File: src/rtl/odr_pkg.sv
package odr_pkg;
    localparam int NPIN     = 4;
    localparam int MODE_W   = 2;
    localparam int REG_W    = 16;
    localparam int FLAG_LSB = 12;
    localparam int EN_BIT   = 8;

    typedef enum logic [1:0] {
        DET_FALL  = 2'b00,
        DET_LVL_A = 2'b01,
        DET_LVL_B = 2'b10,
        DET_LVL_C = 2'b11
    } det_mode_e;
endpackage

File: src/rtl/odr_prescale.sv
module odr_prescale #(
    parameter int DIV_A = 8,
    parameter int DIV_B = 16,
    parameter int DIV_C = 128
) (
    input  logic       clk,
    input  logic       rst_n,
    output logic [2:0] tick
);
    localparam int CW = $clog2(DIV_C);

    logic [CW-1:0] cnt_d, cnt_q;

    always_comb begin
        cnt_d = cnt_q + CW'(1);
    end

    always_ff @(posedge clk or negedge rst_n) begin
        if (!rst_n) cnt_q <= '0;
        else        cnt_q <= cnt_d;
    end

    // one strobe per divided rate; divisors are powers of two
    for (genvar k = 0; k < 3; k++) begin : g_tick
        localparam int DV = (k == 0) ? DIV_A : (k == 1) ? DIV_B : DIV_C;
        assign tick[k] = (cnt_q & CW'(DV - 1)) == CW'(DV - 1);
    end

    // slowest strobe always coincides with the faster ones
    assert_tick_nest_R4: assert property (@(posedge clk) disable iff (!rst_n)
        tick[2] |-> (tick[1] && tick[0]));
endmodule

File: src/rtl/odr_pin_det.sv
module odr_pin_det
    import odr_pkg::*;
#(
    parameter int LOW_CNT = 16
) (
    input  logic       clk,
    input  logic       rst_n,
    input  logic       req_n,
    input  logic [1:0] mode,
    input  logic [2:0] tick,
    output logic       set_cond
);
    localparam int CW = $clog2(LOW_CNT + 1);

    typedef struct packed {
        logic          s1;
        logic          s2;
        logic          prev;
        logic [CW-1:0] cnt;
    } det_st_t;

    det_st_t st_d, st_q;
    logic    sel_tick;

    always_comb begin
        unique case (det_mode_e'(mode))
            DET_LVL_A: sel_tick = tick[0];
            DET_LVL_B: sel_tick = tick[1];
            DET_LVL_C: sel_tick = tick[2];
            default:   sel_tick = 1'b0;
        endcase

        st_d      = st_q;
        st_d.s1   = req_n;
        st_d.s2   = st_q.s1;
        st_d.prev = st_q.s2;
        if (det_mode_e'(mode) == DET_FALL) begin
            st_d.cnt = '0;
        end else if (sel_tick) begin
            if (st_q.s2)                         st_d.cnt = '0;
            else if (st_q.cnt != CW'(LOW_CNT))   st_d.cnt = st_q.cnt + CW'(1);
        end

        if (det_mode_e'(mode) == DET_FALL) set_cond = st_q.prev & ~st_q.s2;
        else                               set_cond = (st_q.cnt == CW'(LOW_CNT));
    end

    always_ff @(posedge clk or negedge rst_n) begin
        if (!rst_n) begin
            st_q.s1   <= 1'b1;
            st_q.s2   <= 1'b1;
            st_q.prev <= 1'b1;
            st_q.cnt  <= '0;
        end else begin
            st_q <= st_d;
        end
    end

    // level count only moves on a sample strobe of the chosen rate
    assert_cnt_on_tick_R4: assert property (@(posedge clk) disable iff (!rst_n)
        (st_q.cnt != $past(st_q.cnt)) |-> ($past(sel_tick) || $past(det_mode_e'(mode) == DET_FALL)));
    // a full low count is left only through a high sample (or mode fallback)
    assert_lvl_hold_R6: assert property (@(posedge clk) disable iff (!rst_n)
        ($past(st_q.cnt == CW'(LOW_CNT)) && (st_q.cnt != CW'(LOW_CNT)))
            |-> ($past(st_q.s2) || $past(det_mode_e'(mode) == DET_FALL)));
endmodule

File: src/rtl/odr_detect.sv
module odr_detect
    import odr_pkg::*;
#(
    parameter int DIV_A   = 8,
    parameter int DIV_B   = 16,
    parameter int DIV_C   = 128,
    parameter int LOW_CNT = 16
) (
    input  logic             clk,
    input  logic             rst_n,
    input  logic [NPIN-1:0]  req_n,
    input  logic             reg_wr,
    input  logic             reg_rd,
    input  logic [REG_W-1:0] reg_wdata,
    output logic [REG_W-1:0] reg_rdata,
    output logic             irq,
    output logic             hiz_req
);
    localparam int MODES_W = NPIN * MODE_W;

    typedef struct packed {
        logic [NPIN-1:0]    flag;
        logic [NPIN-1:0]    armed;
        logic [MODES_W-1:0] mode;
        logic               en;
        logic               lock;
    } reg_st_t;

    reg_st_t         st_d, st_q;
    logic [2:0]      tick;
    logic [NPIN-1:0] set_vec;
    logic [NPIN-1:0] clr_vec;
    logic            unused_rsvd;

    assign unused_rsvd = ^reg_wdata[FLAG_LSB-1:EN_BIT+1];

    odr_prescale #(.DIV_A(DIV_A), .DIV_B(DIV_B), .DIV_C(DIV_C)) u_pre (
        .clk  (clk),
        .rst_n(rst_n),
        .tick (tick)
    );

    for (genvar i = 0; i < NPIN; i++) begin : g_pin
        odr_pin_det #(.LOW_CNT(LOW_CNT)) u_det (
            .clk     (clk),
            .rst_n   (rst_n),
            .req_n   (req_n[i]),
            .mode    (st_q.mode[MODE_W*i +: MODE_W]),
            .tick    (tick),
            .set_cond(set_vec[i])
        );
    end

    always_comb begin
        st_d = st_q;
        for (int i = 0; i < NPIN; i++) begin
            clr_vec[i]    = reg_wr & ~reg_wdata[FLAG_LSB+i] & st_q.armed[i];
            st_d.flag[i]  = set_vec[i] | (st_q.flag[i] & ~clr_vec[i]);
            if (reg_wr)                          st_d.armed[i] = 1'b0;
            else if (reg_rd && st_q.flag[i])     st_d.armed[i] = 1'b1;
        end
        if (reg_wr && !st_q.lock) begin
            st_d.mode = reg_wdata[MODES_W-1:0];
            st_d.en   = reg_wdata[EN_BIT];
            st_d.lock = 1'b1;
        end
    end

    always_ff @(posedge clk or negedge rst_n) begin
        if (!rst_n) st_q <= '0;
        else        st_q <= st_d;
    end

    assign reg_rdata = {st_q.flag, 3'b000, st_q.en, st_q.mode};
    assign hiz_req   = |st_q.flag;
    assign irq       = st_q.en & (|st_q.flag);

    for (genvar i = 0; i < NPIN; i++) begin : g_chk
        // clearing is only ever the result of an armed write of 0
        assert_clear_path_R5: assert property (@(posedge clk) disable iff (!rst_n)
            $fell(st_q.flag[i]) |-> ($past(reg_wr) && !$past(reg_wdata[FLAG_LSB+i])
                                     && $past(st_q.armed[i])));
        // detection beats a simultaneous clear
        assert_set_wins_R8: assert property (@(posedge clk) disable iff (!rst_n)
            set_vec[i] |=> st_q.flag[i]);
    end

    assert_lock_R7: assert property (@(posedge clk) disable iff (!rst_n)
        st_q.lock |=> ($stable(st_q.mode) && $stable(st_q.en)));
    assert_irq_implies_hiz_R9: assert property (@(posedge clk) disable iff (!rst_n)
        irq |-> hiz_req);
endmodule

File: config.mk
export PLATFORM = sky130hd
export DESIGN_NAME = odr_detect
export DESIGN_NICKNAME = d
export VERILOG_FILES = /design/src/rtl/odr_pkg.sv /design/src/rtl/odr_prescale.sv /design/src/rtl/odr_pin_det.sv /design/src/rtl/odr_detect.sv
export SDC_FILE = /design/constraint.sdc
export NUM_CORES = 1
export LEC_CHECK = 0
export BUFFER_PORTS_ARGS = -buffer_cell sky130_fd_sc_hd__buf_2
export CAP_MARGIN = 20
export CORE_UTILIZATION = 50
export DETAILED_ROUTE_END_ITERATION = 7
export PLACE_DENSITY_LB_ADDON = 0.08
export SKIP_CTS_REPAIR_TIMING = 1
export SLEW_MARGIN = 20
export SYNTH_ARGS = -nofsm -noshare
export SYNTH_HDL_FRONTEND = slang
export SYNTH_HIERARCHICAL = 1
export SYNTH_SLANG_ARGS = --single-unit
export TNS_END_PERCENT = 30
File: constraint.sdc
create_clock -name clk -period 1.5 [get_ports clk]
set_input_delay 0.15 -clock clk [delete_from_list [all_inputs] [get_ports clk]]
set_output_delay 0.15 -clock clk [all_outputs]
set_load 0.05 [all_outputs]
==> key figures <==
Cells and area
  – Util after Layout: 65.6%
  – Diodes inserted: 0
  – Post-route non-filler standard cell count: between 300 and 400
  – Final #Nets: 344
  – Area Overhead vs Synth: 23.7%
  – Proportion of layout cells with a drive suffix above 1: a little over two fifths

Timing
  – F_max: 599 MHz
  – Setup TNS: -2180 ps
  – Fin. Hold Viols: 0
  – Ratio of final minimum period to clock period: 111%
  – Final max-slew violation count: 0
  – Final setup margin: -170 ps
  – Worst Clk Skew: approximately 8.2 ps
  – RSZ-0062 raised after global routing: true
  – Final setup violation count: 22
  – Period minus WS final: approximately 1700 ps

Setup path
  – CP startpoint kind: flop
  – Critical Path, Cell by Cell: or4_4, and2_4, buf_8
  – Crit Path Class: flop to primary output
  – Largest stage delay on the critical path: ~530 ps
  – Crit path from: reg_rdata[14]
  – Req. time, crit path: 1350 ps
  – Crit path capture type: primary output
  – Worst Path Arrival: 1520 ps
  – CP Max Fanout: 2
  – Reg2reg start: u_pre/cnt_q[3]
  – Critical Path Slowest Stage Cell: or4_4

Global route
  – Initial antenna violation count: 0
  – Total GRT Usage: 20.0%
  – Congestion Overflow GR: 0
  – Busiest grt layer: met2
  – Pin count of the biggest net entering global routing: 43
  – Met3 global-route usage: 5.98%
  – Met1 usage: between 20% and 30%
  – Number of global-route vias before repair: approximately 2000
  – M2 GR Usage: 29.4%
  – Global-route wire length before repair: approximately 9.4 mm

Clock tree
  – Skew-Pair Late Insertion Delay: 330 ps
  – CTS tree: done
  – Clock Pin Slew Worst Setup and Hold Paths: 70 ps
  – CTS Buf Count: 9
  – CTS max path bufs: 2
  – CTS H-tree depth: 3
  – Clk root buf: clkbuf_8
  – CTS sink cnt: 57

Die
  – Initial Util: 53.0%
  – Die height: 79.4 um
  – Die Area: 6300 um2
  – Placeable Area: about 5600 um2
  – Row count: 27
  – Die W: 79.4 um
  – Num ports: 42

Detailed routing
  – WL per Instance: 15.2 um
  – Total number of vias: roughly 2100
  – DR pass1 iterations: 4
  – ANT nets after route: 0
  – Iter 0 DRT Violations: 71
  – Drt via density: around 5.5
  – Drt drc: 0
  – DRT Wirelength: a little under 6 mm

Place
  – Post-Place Setup Slack: -160 ps
  – Placed insts: 363
  – # port buffers: 35
  – Global placement routability congestion: roughly 0.8
  – HPWL Detailed: 4.01 mm

Synth
  – Syn. warnings: 6
  – Mapped cell area: 2990 um2
  – Register bit total from synthesis: 57
  – Cells after Synth: 258
  – Post-Syn Area per Cell: roughly 12 um2
  – Sequential share of the synthesized area: 48.2%
  – Number of distinct library cells after synthesis: 36

Worst hold path
  – Hold WC Path Type: primary input to flop
  – Hold path startpoint: reg_wdata[7]

Power
  – Peak VDD IR: 0.677 mV
  – PwrDens: 1220 nW/um2
  – Leakage Power: roughly 1.6 nW
  – Total chip power: 4.52 mW

Run status
  – Violations in the final reports: negative setup slack
  – Status: complete, but fails checks

Run
  – Max Cap Violations: 0
-- stage by stage --
step | hold slack [ps] | cell area [um2]
after floorplan | -146 | 3090
after detailed placement | 98.6 | 3300
after CTS | -263 | 3530
after global placement | 92.3 | 3300
final | 51.8 | 3700
after global routing | 35.7 | 3700
-- flip-flops by register name (all words and copies together), names as in the netlist --
| signal | cells |
|---|---|
| g_pin.u_det/st_q | 24 |
| reg_rdata | 13 |
| g_pin.u_det/st_d | 8 |
| u_pre/cnt_q | 7 |
| st_q | 5 |
-- critical path, delay by kind of cell (launching register included) --
family,cells,cell delay (ps)
DFF,1,380
and+or+nand+nor,2,690
buffers and inverters,1,140
-- path summary, 6_finish.rpt --
kind                                           to  slack, ps  depth (start not counted)
max reg2reg                g_pin[3].u_det/st_q[1]       -130                          6
max                                           irq       -170                          3
min reg2reg                g_pin[2].u_det/st_d[5]        350                          0
min in group asynchronous  g_pin[2].u_det/st_q[1]        280                          2
max in group asynchronous  g_pin[0].u_det/st_q[5]        600                          3
min                                  reg_rdata[7]         50                          2
-- routing by layer --
layer	vias up	routed length (um)
met5	-	0
met3	6	199
met4	0	70
li1	1031	-
met2	44	2790
met1	1040	2810
-- synth_stat cells (all sizes together) --
library cell / count / area (um2)
a21o: 8 / 66.3
a21oi: 4 / 20.0
a221oi: 16 / 165
and2: 2 / 15.0
and3: 3 / 25.0
buf: 26 / 233
conb: 1 / 3.75
dfrtp: 45 / 1130
dfstp: 12 / 315
ha: 10 / 125
inv: 25 / 93.8
mux2: 9 / 105
mux2i: 4 / 40.0
nand3: 18 / 90.1
nand3b: 16 / 120
nand4: 4 / 25.0
nand4bb: 4 / 45.0
nor2: 8 / 30.0
nor2b: 1 / 13.8
nor3b: 4 / 50.1
nor4bb: 4 / 40.0
o21ai: 4 / 20.0
o21ba: 4 / 40.0
o22ai: 20 / 125
or2: 1 / 6.26
or4: 1 / 11.3
xnor2: 2 / 17.5
xor2: 2 / 25.0
-- kinds of logic after synthesis --
logic type	after synthesis	synth area share, %
flip-flops	57	48.2
multiplexers	13	4.85
AND/OR/NAND/NOR	66	15.8
other	1	0.125
adder cells (fa/ha/maj)	10	4.18
XOR/XNOR	4	1.42
AO/OA/AOI/OAI	56	14.6
buffers and inverters	51	10.9
-- cell usage in the layout (no fill, tap or decap), types with 5 or more instances in the layout --
cell	instances
dfrtp_1	45
buf_2	34
inv_1	25
buf_4	24
nand3_1	18
nand3b_1	16
o22ai_1	16
a221oi_2	13
dfstp_2	12
clkbuf_8	11
nor2_1	8
mux2_2	8
ha_1	8
dlygate4sd3_1	5
-- where the power goes --
part / total, mW / switching, mW / leakage (nW) / internal [mW]
Clock: 1.62 / 0.598 / 0.115 / 1.02
Combinational: 1.10 / 0.645 / 0.766 / 0.453
Sequential: 1.80 / 0.116 / 0.700 / 1.69
-- final cells by class --
class	count	area, um2
multi-input cells	152	1410
clock inverters	5	77.6
inverters	25	93.8
flip-flops and latches	57	1440
well taps	72	90.1
clock buffers	11	151
repair buffers	65	435
fillers	453	1940
(Power assumes the default switching activity.)
